--- src/rtl/tsc_pkg.sv ---
package tsc_pkg;

    localparam int ADDR_W   = 8;
    localparam logic [ADDR_W-1:0] OFF_LOW  = 8'h60;
    localparam logic [ADDR_W-1:0] OFF_HIGH = 8'h64;

    typedef enum logic [1:0] {
        SEL_NONE  = 2'd0,
        SEL_LOW   = 2'd1,
        SEL_HIGH  = 2'd2,
        SEL_OTHER = 2'd3
    } reg_sel_e;

    typedef struct packed {
        logic     rd;
        logic     wr;
        reg_sel_e sel;
    } bus_op_t;

    function automatic reg_sel_e decode_sel(input logic [ADDR_W-1:0] a);
        if (a == OFF_LOW)       return SEL_LOW;
        else if (a == OFF_HIGH) return SEL_HIGH;
        else                    return SEL_OTHER;
    endfunction

endpackage

--- src/rtl/tsc_counter.sv ---
module tsc_counter #(
    parameter int CNT_W = 40
) (
    input  logic             clk,
    input  logic             rst,
    input  logic             run,
    input  logic             tick,
    output logic [CNT_W-1:0] cnt
);
    localparam logic [CNT_W-1:0] STEP = CNT_W'(1);

    always_ff @(posedge clk) begin
        if (rst)              cnt <= '0;
        else if (run && tick) cnt <= cnt + STEP;
    end

    // one step per enabled tick, wrapping at the top
    p_step_r5: assert property (@(posedge clk) disable iff (rst)
        (run && tick) |=> (cnt == $past(cnt) + STEP));

    // no enabled tick, no change
    p_hold_r6: assert property (@(posedge clk) disable iff (rst)
        !(run && tick) |=> $stable(cnt));

endmodule

--- src/rtl/tsc_latch.sv ---
module tsc_latch #(
    parameter int HI_W = 8
) (
    input  logic            clk,
    input  logic            rst,
    input  logic            cap,
    input  logic [HI_W-1:0] hi_in,
    output logic [HI_W-1:0] held
);
    always_ff @(posedge clk) begin
        if (rst)      held <= '0;
        else if (cap) held <= hi_in;
    end

    // the snapshot takes the upper field seen at the capturing edge
    p_capture_r3: assert property (@(posedge clk) disable iff (rst)
        cap |=> (held == $past(hi_in)));

    // nothing but a low read moves the held byte
    p_keep_r4: assert property (@(posedge clk) disable iff (rst)
        !cap |=> $stable(held));

endmodule

--- src/rtl/tsc_regif.sv ---
module tsc_regif
    import tsc_pkg::*;
#(
    parameter int BUS_W  = 32,
    parameter int HI_W   = 8,
    parameter int EN_BIT = 8
) (
    input  logic              clk,
    input  logic              rst,
    input  logic              bus_rd,
    input  logic              bus_wr,
    input  logic [ADDR_W-1:0] bus_addr,
    input  logic              wr_en_bit,
    input  logic [BUS_W-1:0]  cnt_low,
    input  logic [HI_W-1:0]   held,
    output logic [BUS_W-1:0]  rdata,
    output logic              run,
    output logic              cap
);
    bus_op_t          op;
    logic [BUS_W-1:0] hi_word;
    logic [BUS_W-1:0] rd_next;

    always_comb begin
        op.rd  = bus_rd;
        op.wr  = bus_wr;
        op.sel = decode_sel(bus_addr);
    end

    assign cap = op.rd && (op.sel == SEL_LOW);

    always_comb begin
        hi_word                = '0;
        hi_word[HI_W-1:0]      = held;
        hi_word[EN_BIT]        = run;
    end

    always_comb begin
        rd_next = '0;
        if (op.rd) begin
            unique case (op.sel)
                SEL_LOW:  rd_next = cnt_low;
                SEL_HIGH: rd_next = hi_word;
                default:  rd_next = '0;
            endcase
        end
    end

    always_ff @(posedge clk) begin
        if (rst) begin
            rdata <= '0;
            run   <= 1'b0;
        end else begin
            rdata <= rd_next;
            if (op.wr && op.sel == SEL_HIGH) run <= wr_en_bit;
        end
    end

    // no strobe, zero data next cycle
    p_idle_zero_r9: assert property (@(posedge clk) disable iff (rst)
        !bus_rd |=> (rdata == '0));

    // enable follows the written bit
    p_en_write_r8: assert property (@(posedge clk) disable iff (rst)
        (bus_wr && op.sel == SEL_HIGH) |=> (run == $past(wr_en_bit)));

    // other writes leave the enable alone
    p_en_other_r8: assert property (@(posedge clk) disable iff (rst)
        !(bus_wr && op.sel == SEL_HIGH) |=> $stable(run));

    // high read carries the enable state of the read edge
    p_hi_flag_r4: assert property (@(posedge clk) disable iff (rst)
        (bus_rd && op.sel == SEL_HIGH) |=> (rdata[EN_BIT] == $past(run)));

endmodule

--- src/rtl/tsc_timebase.sv ---
module tsc_timebase
    import tsc_pkg::*;
#(
    parameter int CNT_W  = 40,
    parameter int BUS_W  = 32,
    parameter int EN_BIT = 8
) (
    input  logic              clk,
    input  logic              rst,
    input  logic              tick,
    input  logic              bus_rd,
    input  logic              bus_wr,
    input  logic [ADDR_W-1:0] bus_addr,
    input  logic [BUS_W-1:0]  bus_wdata,
    output logic [BUS_W-1:0]  bus_rdata
);
    localparam int HI_W = CNT_W - BUS_W;

    logic [CNT_W-1:0] cnt;
    logic [HI_W-1:0]  held;
    logic             run;
    logic             cap;

    tsc_counter #(.CNT_W(CNT_W)) u_cnt (
        .clk  (clk),
        .rst  (rst),
        .run  (run),
        .tick (tick),
        .cnt  (cnt)
    );

    tsc_latch #(.HI_W(HI_W)) u_latch (
        .clk   (clk),
        .rst   (rst),
        .cap   (cap),
        .hi_in (cnt[CNT_W-1:BUS_W]),
        .held  (held)
    );

    tsc_regif #(.BUS_W(BUS_W), .HI_W(HI_W), .EN_BIT(EN_BIT)) u_regif (
        .clk       (clk),
        .rst       (rst),
        .bus_rd    (bus_rd),
        .bus_wr    (bus_wr),
        .bus_addr  (bus_addr),
        .wr_en_bit (bus_wdata[EN_BIT]),
        .cnt_low   (cnt[BUS_W-1:0]),
        .held      (held),
        .rdata     (bus_rdata),
        .run       (run),
        .cap       (cap)
    );

    // a low read returns the pre-edge low word
    p_low_read_r2: assert property (@(posedge clk) disable iff (rst)
        (bus_rd && bus_addr == OFF_LOW) |=> (bus_rdata == $past(cnt[BUS_W-1:0])));

endmodule

--- config.mk ---
export PLATFORM = sky130hd
export DESIGN_NAME = tsc_timebase
export DESIGN_NICKNAME = d
export VERILOG_FILES = /design/src/rtl/tsc_pkg.sv /design/src/rtl/tsc_counter.sv /design/src/rtl/tsc_latch.sv /design/src/rtl/tsc_regif.sv /design/src/rtl/tsc_timebase.sv
export SDC_FILE = /design/constraint.sdc
export NUM_CORES = 1
export LEC_CHECK = 0
export ABC_AREA = 1
export ABC_CLOCK_PERIOD_IN_PS = 1400
export BUFFER_PORTS_ARGS = -buffer_cell sky130_fd_sc_hd__buf_2
export CORE_MARGIN = 10
export CORE_UTILIZATION = 40
export DETAILED_ROUTE_END_ITERATION = 8
export GPL_TIMING_DRIVEN = 0
export PLACE_DENSITY = 0.71
export SLEW_MARGIN = 20
export SYNTH_ARGS = -nofsm -noshare
export SYNTH_HDL_FRONTEND = slang
export SYNTH_HIERARCHICAL = 1
export SYNTH_SLANG_ARGS = --single-unit
--- constraint.sdc ---
create_clock -name clk -period 1.4 [get_ports clk]
set_input_delay 0.07 -clock clk [delete_from_list [all_inputs] [get_ports clk]]
set_output_delay 0.07 -clock clk [all_outputs]
set_load 0.03 [all_outputs]
==> flow_results.org, run 1 <==
** Floorplan
- In this run the horizontal extent of the chip is 119.2 µm.
- In this run the standard cell core region covers 0.009684 mm².
- Count of boundary I/O pins :: 77
- The die covers 0.01421 mm².
- Rows :: 36
- In this run the vertical extent of the chip is 119.2 µm.
- Initial core utilization :: 0.4063

** Finish
- Share of final-layout standard cells stronger than drive strength 1 :: 0.3716
- Across the whole layout, storage elements account for 0.001678 mm².
- Once layout is complete, the utilization of the core stands at 0.5262.
- 0 antenna diodes ended up in the layout.
- The multi-input combinational cells in the finished layout cover a total of 0.002297 mm².
- # fillers :: 872
- Final layout net count :: 660
- The finished layout holds 752 standard cells, fillers aside.
- Leading cell type in the layout, fill and taps excluded :: sky130_fd_sc_hd__nand2_1
- Syn-to-layout area delta :: 29.51%
- Leading cell types in the layout, fill and taps excluded :: sky130_fd_sc_hd__nand2_1 (99), sky130_fd_sc_hd__nor2_1 (70), sky130_fd_sc_hd__inv_1 (64)

** STA
- The number of slew-limit violations in the final report came to 0.
- Pin slew with the least headroom to its limit :: 0.7517 ns
- The count of final hold-check violations was 0.
- Worst setup skew after layout :: 0.008950 ns
- Setup repair after global routing could not meet its margin everywhere.
- Derived from the worst setup path, the maximum achievable clock frequency is 675.3 MHz.
- The smallest clock period supported by the final layout is computed as 1.481 ns.
- Across all setup checks in the final design, the least slack found is -0.08091 ns.
- Normalized max-slew margin :: 0.4989
- Of the available clock period, the critical path in the final layout requires 1.058.
- Setup violations remaining at the end of the flow were counted as 13.

** Clocking
- Clock tree from TritonCTS :: yes
- After clock tree synthesis, the clock-pin slew on the worst setup and hold paths is 0.08 ns.
- Number of buffers created by CTS :: 9
- The clock passes through at most 2 buffers.
- At the later pin of the worst-skew pair, clock insertion delay measures 0.34 ns.
- CTS saw 81 sinks.
- The clock tree synthesis step divided the H-tree into 3 levels.
- The tree is rooted in a sky130_fd_sc_hd__clkbuf_8.

** Detailed routing
- After detailed routing, the number of vias per cell comes to 4.891.
- Dividing the detail-routed wire length by the instance count gives 14.51 µm.
- In this run the remaining antenna-violating nets after routing total 0.
- DRC violation count after routing :: 0
- First DRT Iteration DRCs :: 252
- For this run, the detailed router's first-pass iteration total came to 5.
- The routed design has 10.91 mm of wire.
- The routed layout has 3678 vias.

** Global route
- The number of global-route vias before repair was 3560.
- Largest net degree at the start of global routing :: 14
- Global-route wire length before repair :: 17.10 mm
- Initial antenna violation count :: 0
- For this run the aggregate overflow at the end of global routing stands at 0.
- For this run, the total global-route usage over all layers was measured as 0.1457.

** Worst setup path
- In this run the critical register-to-register path is captured at u_cnt/cnt[16].
- Worst EP arrival :: 1.68 ns
- Required time of the worst setup path :: 1.60 ns
- The worst register-to-register path has a setup slack of -0.08 ns.
- Cell-by-cell trace of the critical path :: ha_4 -> inv_4 -> nor2_4 -> nand3_4 -> nor2_8 -> nand3_1 -> nor3b_2
- CP endpoint kind :: register
- Along the worst path, the maximum fanout reaches 5.
- The setup path with the least slack is of type register to register.
- The worst register-to-register path begins at u_cnt/cnt[0].
- Crit path max-delay cell type :: sky130_fd_sc_hd__dfxtp_4
- Longest individual stage delay on the worst path :: 0.37 ns
- Worst reg-to-reg path cell count :: 7
- Type of element launching the critical path :: register

** Yosys
- Fraction of synthesized area in multiplexers :: 0
- By area, the combinational part of the netlist is dominated by simple AND/OR/NAND/NOR gates.
- Flops & latches, synth :: 81
- Synth Area in Compound Gates :: 0.05851
- In the synthesized netlist the async set-or-reset flop fraction comes to 0.
- Post-synthesis simple-gate area fraction :: 0.4258
- EDFF count, synth :: 0
- Average size of a mapped cell :: 7.301 µm²
- The share of the Yosys chip area taken by registers is 0.4121.
- Post-synthesis adder-cell area fraction :: 0.003180
- Xor/xnor cell area share of the yosys netlist :: 0.01113
- Among all flip-flop cells after synthesis, the most frequent one is sky130_fd_sc_hd__dfxtp_1.
- Synth Cell Area :: 0.003935 mm²
- Number of instances in the synthesized netlist :: 539
- Counting distinct cell types in the post-synthesis netlist gives 33.
- Mapped Nets :: 585
- During synthesis, Yosys emitted a total of 6 warnings.

** Power
- Cell area power density :: 841.5 mW/mm²
- Total leakage power :: 1.927 nW
- Max IR drop VDD :: 0.6855 mV
- Of the total power, the share spent switching nets is 0.2126.
- Logic gate share of total power :: 0.031
- The internal portion of the total power is 3.377 mW.
- For this design the total switching power over the nets is 0.9117 mW.
- Flop pwr share :: 0.533
- Of the total power, the clock network draws 0.436.

** Run status
- Violated checks :: setup timing
- The run finished, with violations left.

** Worst hold path
- The worst hold path terminates at u_latch/held[0].
- Worst min-delay path class :: primary input to register
- In this run the most critical hold path is launched from rst.
- Counting instances, the worst hold path has a depth of 4.

** Placed design
- The HPWL after detailed placement is 7.488 mm.
- RePlAce Congestion :: 0.9467
- Count of port buffers added during placement :: 45
- Once placement completed, the tool counted placed cells totaling 717.
- Setup Slack @ Placement :: -0.2340 ns

** Job
- Across the run, the number of max-cap violations was 0.
## critical path, delay by kind of cell, from the launching register on
family | cells | cell delay [ns]
AND/OR/NAND/NOR | 5 | 0.79
adder cells (fa/ha/maj) | 1 | 0.15
flip-flops | 1 | 0.37
buffers and inverters | 1 | 0.04
## layer usage
| layer | share of wire | up-vias | track usage |
|---|---|---|---|
| met1 | 0.43 | 1667 | 0.1723 |
| met2 | 0.46 | 125 | 0.2348 |
| met4 | 0.026 | 0 | 0.05725 |
| met3 | 0.077 | 26 | 0.05385 |
| li1 | - | 1860 | - |
| met5 | 0 | - | 0 |
## sequential cells by signal (all words and copies together), names as in the netlist
| signal | count |
|---|---|
| u_regif/rdata | 32 |
| u_regif/run | 1 |
| u_latch/held | 8 |
| u_cnt/cnt | 40 |
## worst max-delay path by stage
stage | start | to | slack (ns) | cells after the start
2_1_floorplan | u_cnt/cnt[1] | u_cnt/cnt[30] | 0.0007 | 8
3_3_place_gp | u_cnt/cnt[19] | u_cnt/cnt[28] | -0.20 | 7
3_5_place_dp | u_cnt/cnt[19] | u_cnt/cnt[24] | -0.23 | 7
4_1_cts | u_cnt/cnt[29] | u_cnt/cnt[39] | -0.08 | 7
5_1_grt | u_cnt/cnt[0] | u_cnt/cnt[32] | -0.14 | 9
6_report | u_cnt/cnt[0] | u_cnt/cnt[16] | -0.08 | 7
## cells in the mapped netlist, types with 2 or more instances
library cell | n | area (µm²)
sky130_fd_sc_hd__buf_2 | 2 | 10.01
sky130_fd_sc_hd__xor2_1 | 4 | 35.03
sky130_fd_sc_hd__nor3b_1 | 7 | 52.55
sky130_fd_sc_hd__nor3b_2 | 21 | 262.8
sky130_fd_sc_hd__clkbuf_1 | 4 | 15.01
sky130_fd_sc_hd__nor2_1 | 98 | 367.9
sky130_fd_sc_hd__nand3b_1 | 3 | 22.52
sky130_fd_sc_hd__nand2_2 | 7 | 43.79
sky130_fd_sc_hd__inv_1 | 69 | 259.0
sky130_fd_sc_hd__buf_6 | 4 | 45.04
sky130_fd_sc_hd__nor2_8 | 2 | 40.04
sky130_fd_sc_hd__nand2_1 | 112 | 420.4
sky130_fd_sc_hd__nor3_1 | 8 | 40.04
sky130_fd_sc_hd__o21ai_0 | 17 | 85.08
sky130_fd_sc_hd__nand4_1 | 6 | 37.54
sky130_fd_sc_hd__nand2_4 | 2 | 22.52
sky130_fd_sc_hd__nand3_2 | 4 | 40.04
sky130_fd_sc_hd__inv_2 | 3 | 11.26
sky130_fd_sc_hd__o21a_1 | 2 | 15.01
sky130_fd_sc_hd__nor2_4 | 3 | 33.78
sky130_fd_sc_hd__nand3_1 | 39 | 195.2
sky130_fd_sc_hd__a21oi_1 | 23 | 115.1
sky130_fd_sc_hd__dfxtp_1 | 81 | 1622
sky130_fd_sc_hd__nor2_2 | 9 | 56.30
## cell families (layout without fill, tap and decap cells)
logic type | count (synthesis) | in the layout
xor gates and xnor gates | 5 | 5
AOI/OAI and AO/OA | 44 | 44
DFF | 81 | 81
adders and majority gates | 1 | 1
buffers and inverters | 84 | 163
and+or+nand+nor | 324 | 325
## what timing repair did
| item | in CTS | in global routing |
|---|---|---|
| hold endpoints to repair | 1 | 0 |
| pin swaps | 9 | 24 |
| cloned | 1 | 0 |
| endpoints found under the setup margin | 29 | 33 |
| setup buffers | 6 | 10 |
| hold buffers | 2 | 0 |
| gates resized for setup | 40 | 89 |
## through the flow
stage,TNS (ns),area (µm²),power [mW],hold slack (ns)
after floorplan,0,3943,2.434,0.2257
after global placement,-4.301,4334,2.477,0.3622
after detailed placement,-5.617,4334,2.481,0.3653
after CTS,-0.5689,4760,4.349,0.09192
after global routing,-2.261,5096,4.466,0.1200
final,-0.5675,5096,4.289,0.1134
## power by group through the flow
stage	clock, mW	combinational [mW]	sequential (mW)
floorplan	0	0.0777	2.36
global placement	0	0.120	2.36
detailed placement	0	0.124	2.36
CTS	1.92	0.131	2.30
global route	2.03	0.146	2.28
finish	1.87	0.134	2.28
## final cells by class
cell class / count / area share
Inverter: 72 / 0.05401
Buffer: 12 / 0.01596
Multi-Input combinational cell: 375 / 0.4508
Sequential cell: 81 / 0.3292
Clock buffer: 11 / 0.02774
Tap cell: 133 / 0.03265
Timing Repair Buffer: 63 / 0.07415
Clock inverter: 5 / 0.01547
Note: power is estimated with default switching activity, not from simulation.
==> inputs of run 2 (changes only) <==
--- a/config.mk
+++ b/config.mk
@@ -6,13 +6,13 @@
 export NUM_CORES = 1
 export LEC_CHECK = 0
 export ABC_AREA = 1
-export ABC_CLOCK_PERIOD_IN_PS = 1400
+export ABC_CLOCK_PERIOD_IN_PS = 1300
 export BUFFER_PORTS_ARGS = -buffer_cell sky130_fd_sc_hd__buf_2
 export CORE_MARGIN = 10
-export CORE_UTILIZATION = 40
+export CORE_UTILIZATION = 33
 export DETAILED_ROUTE_END_ITERATION = 8
 export GPL_TIMING_DRIVEN = 0
-export PLACE_DENSITY = 0.71
+export PLACE_DENSITY = 0.62
 export SLEW_MARGIN = 20
 export SYNTH_ARGS = -nofsm -noshare
 export SYNTH_HDL_FRONTEND = slang
==> constraint.sdc (replaced) <==
create_clock -name clk -period 1.3 [get_ports clk]
set_input_delay 0.065 -clock clk [delete_from_list [all_inputs] [get_ports clk]]
set_output_delay 0.065 -clock clk [all_outputs]
set_load 0.03 [all_outputs]
==> run 2 against run 1 <==
The flow still finishes with violations (setup timing). First-iteration DRC count is 12% lower. Power grew 21%. Utilization is 6.7 points lower. Critical path type unchanged. Fmax about the same. Highest routed layer unchanged. Clock skew shrank 0.0023 ns. Clock power is 40% higher. Global-route usage fell by 1.3 points.
==> flow_results.org, run 2 (same netlist as run 1, synthesis figures left out) <==
** Worst hold path
- Worst min-delay path class :: primary input to register
- The count of cells along the worst hold path came to 4 (unchanged).

** Worst setup path
- STA classifies the critical path startpoint as a register.
- The required arrival time at the worst endpoint was 1.55 ns (-0.05 ns).
- CP startpoint :: u_cnt/cnt[1]
- Register-to-Register Setup Slack :: -0.18 ns (-0.10 ns)
- The worst setup path is captured at a register.
- In this run the critical register-to-register path is captured at u_cnt/cnt[34].
- Capture point of the critical path :: u_cnt/cnt[34]
- By startpoint and endpoint, the worst setup path is classified as register to register.
- The maximum net fanout on the critical path is 5 (unchanged).
- Worst reg-to-reg path cell count :: 8 (+1)
- Worst EP arrival :: 1.73 ns (+0.05 ns)
- The worst register-to-register path begins at u_cnt/cnt[1].

** Global route
- The global-route wire length before repair came to 17.59 mm (+2.9%).
- The initial antenna violation count came to 0 (unchanged).
- Largest net degree at the start of global routing :: 16 (+2)
- Leftover overflow at the end of global routing :: 0 (unchanged)
- Global-route total usage across every layer :: 0.1325 (-0.01319)
- The number of global-route vias before repair came to 3580 (+0.56%).

** Finish
- Final layout net count :: 667 (+1.1%)
- Top register by number of flip-flops :: u_cnt/cnt
- Largest register FFs :: 40 (unchanged)
- The largest registers in the layout are u_cnt/cnt x40, u_regif/rdata x32, u_latch/held x8.
- In the layout the commonest cells are sky130_fd_sc_hd__nand2_1 (96), sky130_fd_sc_hd__nor2_1 (73), sky130_fd_sc_hd__inv_1 (62).
- Share of final-layout standard cells stronger than drive strength 1 :: 0.3962 (+0.02460)
- Post-route design area :: 0.005308 mm² (+4.1%)
- Syn-to-layout area delta :: 34.88%
- Ant. Diodes :: 0 (unchanged)
- The library cell used most frequently in the layout, excluding fill and tap cells, is sky130_fd_sc_hd__nand2_1.

** Detailed routing
- The DRC violations left was 0 (unchanged).
- Count of TritonRoute iterations in the first routing pass :: 5 (unchanged)
- The number of vias after detailed routing is 3695 (+0.46%).
- Routed wirelength normalized by instance count :: 14.32 µm (-1.3%)
- Vias/cell :: 4.805 (-1.8%)
- Post-detailed-route count of antenna-violating nets :: 0 (unchanged)
- The initial detailed-routing violation count was 221 (-12%).
- The post-detailed-routing wire length was 11.02 mm (+0.98%).

** Job
- The number of maximum-capacitance violations is 0 (unchanged).

** Run status
- The run finished, with violations left.
- Violated checks :: setup timing

** Clocking
- Maximum clock path buffer count :: 2 (unchanged)
- The number of buffers added by the clock tree synthesis step is 9 (unchanged).
- The total clock sinks was 81 (unchanged).
- The latest clock arrival within the worst-skew pair was 0.35 ns (about the same).
- H-tree depth :: 3 (unchanged)
- CTS clock-pin slew for the worst setup and hold paths :: 0.06 ns (-0.02 ns)
- The root buffer cell chosen for the clock tree is sky130_fd_sc_hd__clkbuf_16.
- Clock tree from TritonCTS :: yes

** Floorplan
- Die height :: 129.2 µm (+8.4%)
- The number of cell rows came to 39 (+8.3%).
- Count of boundary I/O pins :: 77 (unchanged)
- Floorplan die area :: 0.01669 mm² (+18%)
- The starting density of the core is 0.3403 (-0.06607).
- The floorplan core area is 0.01156 mm² (+19%).
- Die Span X :: 129.2 µm (+8.4%)

** Placed design
- The placed wire-length estimate after detailed placement is 7.783 mm (+3.9%).
- Setup Slack @ Placement :: -0.4189 ns (-0.1848 ns)
- RePlAce Congestion :: 0.8966 (-5.3%)
- Post-Place Cell Area :: 0.004359 mm² (+0.58%)
- The count of input and output buffers was 45 (unchanged).

** Power
- Cell area power density :: 980.4 mW/mm² (+17%)
- The largest vdd supply drop was 0.8926 mV (+30%).
- The total power consumption of the routed design was 5.204 mW (+21%).
- The leakage component of the power was 2.007 nW (+4.2%).

** STA
- Pin slew with the least headroom to its limit :: 0.6722 ns (-0.07956 ns)
- The highest attainable clock frequency came to 674.8 MHz (about the same).
- Worst setup skew after layout :: 0.006693 ns (-0.002258 ns)
- Final Cycle Share :: 1.140 (+0.08206)
- Normalized max-slew margin :: 0.5519 (+0.05304)
- Worst hold-check slack :: 0.01076 ns (-0.1026 ns)
- The count of final hold-check violations came to 0 (unchanged).
- Sum Neg Setup Slack :: -2.403 ns (-1.836 ns)
- Unrepaired setup endpoints after global routing :: true
- Setup slack of the critical path after layout :: -0.1818 ns (-0.1009 ns)
- Post-layout minimum cycle time :: 1.482 ns (+0.0008998 ns)
- Final Max Tran Viols :: 0 (unchanged)
- The number of endpoints failing setup at the final stage came to 28 (+15).
-- run 2: changes by cell type in the layout (fill, tap and decap cells not counted), moves of 4 or more --
cell / delta
sky130_fd_sc_hd__buf_4: +4
sky130_fd_sc_hd__buf_6: +4
sky130_fd_sc_hd__clkbuf_16: +9
sky130_fd_sc_hd__clkbuf_8: -10
sky130_fd_sc_hd__dfxtp_1: -6
sky130_fd_sc_hd__dfxtp_4: +6
sky130_fd_sc_hd__nor2_2: -5
-- run 2: how the worst min path moves through the flow --
stage	start	end	slack, ns
floorplan	rst	u_regif/run	0.22
global placement	bus_wr	u_regif/run	0.36
detailed placement	bus_wr	u_regif/run	0.36
CTS	rst	u_regif/run	0.007
global route	rst	u_regif/run	0.04
finish	rst	u_regif/run	0.01
-- run 2: worst max-delay path, stage by stage, from the launching register on --
cell,delay (ns)
sky130_fd_sc_hd__dfxtp_4,0.37
sky130_fd_sc_hd__ha_4,0.14
sky130_fd_sc_hd__inv_2,0.04
sky130_fd_sc_hd__nor2_4,0.13
sky130_fd_sc_hd__nand3_4,0.18
sky130_fd_sc_hd__nor2_8,0.23
sky130_fd_sc_hd__nand3_4,0.11
sky130_fd_sc_hd__o21ai_1,0.13
sky130_fd_sc_hd__nor2_1,0.05
-- run 2: per-layer routing --
layer  vias to the layer above  global-route usage  share of wire
met5                         -                   0              0
met4                         0             0.05485          0.020
met3                        20             0.03956          0.063
met2                       112              0.2138           0.46
met1                      1697              0.1617           0.46
li1                       1866                   -              -
-- run 2: stage by stage --
step,std cells,utilization
6_report,769,0.4589
5_1_grt,769,0.4589
4_1_cts,756,0.4347
3_5_place_dp,727,0.3769
3_3_place_gp,727,0.3769
2_1_floorplan,539,-
-- run 2: timing repair --
item,CTS,global route
setup endpoints to repair,33,40
hold buffers,1,0
pin swaps,32,27
endpoints found under the hold margin,1,0
gates resized for setup,90,61
gates cloned,1,0
buffers inserted,11,13
-- run 2: layout make-up --
class | count | area [µm²]
multi-input cells | 375 | 2328
clock inverters | 7 | 76.32
flip-flops and latches | 81 | 1700
inverters | 72 | 272.8
repair buffers | 70 | 442.9
fillers | 1091 | 6257
well taps | 143 | 178.9
plain buffers | 12 | 82.58
clock buffers | 9 | 225.2
-- run 2: where the power goes --
group / internal, mW / total, mW / switching [mW] / leakage, nW
sequential: 2.45 / 2.45 / 0.000613 / 0.674
clock: 1.50 / 2.61 / 1.10 / 0.143
combinational: 0.0451 / 0.146 / 0.101 / 1.19
total: 4.00 / 5.20 / 1.20 / 2.01
==> inputs of run 3 (changes only) <==
--- a/config.mk
+++ b/config.mk
@@ -6,13 +6,13 @@
 export NUM_CORES = 1
 export LEC_CHECK = 0
 export ABC_AREA = 1
-export ABC_CLOCK_PERIOD_IN_PS = 1300
+export ABC_CLOCK_PERIOD_IN_PS = 1600
 export BUFFER_PORTS_ARGS = -buffer_cell sky130_fd_sc_hd__buf_2
 export CORE_MARGIN = 10
 export CORE_UTILIZATION = 33
 export DETAILED_ROUTE_END_ITERATION = 8
 export GPL_TIMING_DRIVEN = 0
-export PLACE_DENSITY = 0.62
+export PLACE_DENSITY = 0.6
 export SLEW_MARGIN = 20
 export SYNTH_ARGS = -nofsm -noshare
 export SYNTH_HDL_FRONTEND = slang
==> constraint.sdc (replaced) <==
create_clock -name clk -period 1.6 [get_ports clk]
set_input_delay 0.08 -clock clk [delete_from_list [all_inputs] [get_ports clk]]
set_output_delay 0.08 -clock clk [all_outputs]
set_load 0.03 [all_outputs]
==> run 3 against run 2 <==
The run now ends clean. Routed wire length fell by 8.7%. Count of clock-buffer cells in the layout rose by 1. Die area did not move. Via count fell by 4.5%. Critical endpoint is now u_cnt/cnt[18]. Global-route usage fell by 1.1 points. Utilization fell by 4.5 points. Sequential power fell by 18%. First-iteration DRC count fell by 3.2%. Cell count fell by 2.3%. Sequential share of layout area rose by 2.3 points.
==> flow_results.org, run 3 (same netlist as run 1, synthesis figures left out) <==
** Run status
- The flow ran to the end, and the final reports show no timing, DRC or antenna violations.

** Clocking
- Later-pin clock latency in the skew report :: 0.33 ns (-0.02 ns)
- Clock tree from TritonCTS :: yes
- Count of hold buffers inserted by post-cts repair :: 0 (-1)
- Clk Tree Root Cell :: sky130_fd_sc_hd__clkbuf_16
- The worst-case clock buffer depth is 2 (unchanged).
- The CTS H-tree depth was 3 (unchanged).
- CTS clock-pin slew for the worst setup and hold paths :: 0.06 ns (about the same)
- Clock Sink Count :: 81 (unchanged)
- The number of buffers added by the clock tree synthesis step was 9 (unchanged).

** STA
- Pin slew with the least headroom to its limit :: 0.6810 ns (+0.008876 ns)
- Maximum clock frequency :: 649.8 MHz (-3.7%)
- Normalized max-slew margin :: 0.5460 (-0.005917)
- Sum Neg Setup Slack :: 0 ns (+2.403 ns)
- The maximum clock skew at final layout came to 0.009006 ns (+0.002313 ns).
- The part of the cycle the worst path needs came to 0.9619 (-0.1780).
- The shortest period the worst path allows is 1.539 ns (+0.05721 ns).
- Final Max Tran Viols :: 0 (unchanged)
- Setup slack of the critical path after layout :: 0.06098 ns (+0.2428 ns)
- Endpoints failing hold :: 0 (unchanged)
- The number of endpoints failing setup at the final stage came to 0 (-100%).
- Unrepaired setup endpoints after global routing :: true
- Worst hold-check slack :: 0.04152 ns (+0.03076 ns)

** Power
- Cell area power density :: 835.2 mW/mm² (-15%)
- Max IR drop VDD :: 0.4565 mV (-49%)
- The total power consumption of the routed design is 3.996 mW (-23%).
- Total leakage power :: 1.820 nW (-9.3%)

** Finish
- Largest register FFs :: 40 (unchanged)
- Final layout net count :: 649 (-2.7%)
- Post-route design area :: 0.004785 mm² (-9.9%)
- Counting flops per register, the top entry is u_cnt/cnt.
- Share of final-layout standard cells stronger than drive strength 1 :: 0.2599 (-0.1363)
- Final Instance Count excl. Fillers :: 751 (-2.3%)
- Final core utilization :: 0.4137 (-0.04522)
- Compared with the post-synthesis result, the final layout area differs by 21.59%.
- Leaving out fill and tap cells, the most frequent cell in the layout is sky130_fd_sc_hd__nand2_1.
- # fillers :: 1167 (+7.0%)
- Ant. Diodes :: 0 (unchanged)
- In the final layout, the registers with the most flip-flops are u_cnt/cnt x40, u_regif/rdata x32, u_latch/held x8.
- Area of combinational cells with multiple inputs :: 0.002054 mm² (-12%)
- Flip-flop and latch area :: 0.001642 mm² (-3.5%)
- Leading cell types in the layout, fill and taps excluded :: sky130_fd_sc_hd__nand2_1 (111), sky130_fd_sc_hd__nor2_1 (89), sky130_fd_sc_hd__inv_1 (68)

** Detailed routing
- DRC violation count after routing :: 0 (unchanged)
- The post-detailed-routing wire length came to 10.06 mm (-8.7%).
- The per-cell via count in the routed design came to 4.700 (-2.2%).
- The initial detailed-routing violation count was 214 (-3.2%).
- The remaining number of nets flagged by the antenna check after routing is 0 (unchanged).
- The number of vias after detailed routing came to 3530 (-4.5%).
- The iteration count of the initial detailed-routing pass is 4 (-1).
- Routed wirelength normalized by instance count :: 13.39 µm (-6.5%)

** Floorplan
- Rows :: 39 (unchanged)
- The floorplan die width was 129.2 µm (unchanged).
- The die span in y is 129.2 µm (unchanged).
- Floorplan die area :: 0.01669 mm² (unchanged)
- The starting density of the core was 0.3403 (unchanged).
- CORE AREA :: 0.01156 mm² (unchanged)
- The number of top-level design ports was 77 (unchanged).

** Worst setup path
- Highest fanout seen on the critical path :: 7 (+2)
- Cell-by-cell trace of the critical path :: nand2_2 -> inv_2 -> nand3_4 -> buf_4 -> nor2_2 -> nand2_1 -> xor2_1 -> nor2_1
- Worst EP arrival :: 1.74 ns (about the same)
- WS Path Type :: register to register
- The required arrival time at the worst endpoint came to 1.80 ns (+0.25 ns).
- CP endpoint kind :: register
- The most critical setup path has its startpoint at u_regif/run.
- Type of element launching the critical path :: register
- Origin of the critical flop-to-flop path :: u_regif/run
- Longest individual stage delay on the worst path :: 0.38 ns (about the same)
- Crit path max-delay cell type :: sky130_fd_sc_hd__dfxtp_2

** Placed design
- Inst Count DP :: 727 (unchanged)
- The placed standard-cell area was 0.004339 mm² (-0.46%).
- The placed wire-length estimate after detailed placement came to 7.650 mm (-1.7%).
- The worst slack after detailed placement was -0.07793 ns (+0.3409 ns).
- The weighted congestion at the end of routability-driven global placement is 0.9427 (+5.1%).
- Count of port buffers added during placement :: 45 (unchanged)

** Global route
- The pin count of the biggest net entering global routing came to 15 (-1).
- Initial antenna violation count :: 0 (unchanged)
- The global-route total usage across every layer is 0.1219 (-0.01067).
- Global-route wire length before repair :: 16.50 mm (-6.2%)
- Leftover overflow at the end of global routing :: 0 (unchanged)
- The number of global-route vias before repair came to 3377 (-5.7%).

** Worst hold path
- In this run the most critical hold path is launched from bus_wr.
- The worst hold path belongs to the class primary input to register.

** Job
- The number of maximum-capacitance violations was 0 (unchanged).
==> run 3: cell count changes in the layout (fill, tap and decap cells not counted), sizes merged <==
cell,before,now
inv,75,73
clkinvlp,2,4
buf,77,61
nor2,113,112
dlygate4sd3,1,0
bufinv,1,0
clkbuf,13,14
==> run 3: power by group <==
group | leakage, nW | internal (mW) | switching [mW]
clock network | 0.121 | 1.05 | 0.819
logic | 1.04 | 0.0322 | 0.0768
registers | 0.660 | 2.01 | 0.000459
total | 1.82 | 3.10 | 0.896
==> run 3: layer usage <==
metal,GRT usage,wire length [µm],part of all wire,up-vias
met5,0,0,0,-
met4,0.02876,97,0.0096,0
met3,0.03915,565,0.056,9
met2,0.1926,4494,0.45,86
met1,0.1579,4897,0.49,1601
li1,-,-,-,1834
==> run 3: cell type report <==
| type | instances | share of cell area |
|---|---|---|
| clock inverters | 6 | 0.009153 |
| clock buffers | 10 | 0.04786 |
| plain buffers | 12 | 0.01700 |
| inverters | 72 | 0.05649 |
| repair buffers | 53 | 0.05962 |
| well taps | 143 | 0.03740 |
| multi-input cells | 374 | 0.4294 |
| flip-flops and latches | 81 | 0.3431 |
==> run 3: what timing repair did <==
item                                   in CTS  in global routing
pin swaps                                   2                  5
setup endpoints to repair                  14                 25
buffers inserted                            4                  4
endpoints found under the hold margin       0                  0
gates resized for setup                     9                 30
==> run 3: path summary, 6_finish.rpt <==
check	end	slack, ns	cells after the start
worst max-delay path	u_cnt/cnt[18]	0.06	8
worst min-delay path	u_regif/run	0.04	4
worst max register to register	u_cnt/cnt[18]	0.06	8
worst min register to register	u_cnt/cnt[14]	0.45	1
==> run 3: worst max-delay path: cells and delay by family, from the launching register on <==
family                    cells  cell delay (ns)
DFF                           1             0.38
and+or+nand+nor               5             0.56
buffers and inverters         2             0.34
xor gates and xnor gates      1             0.14
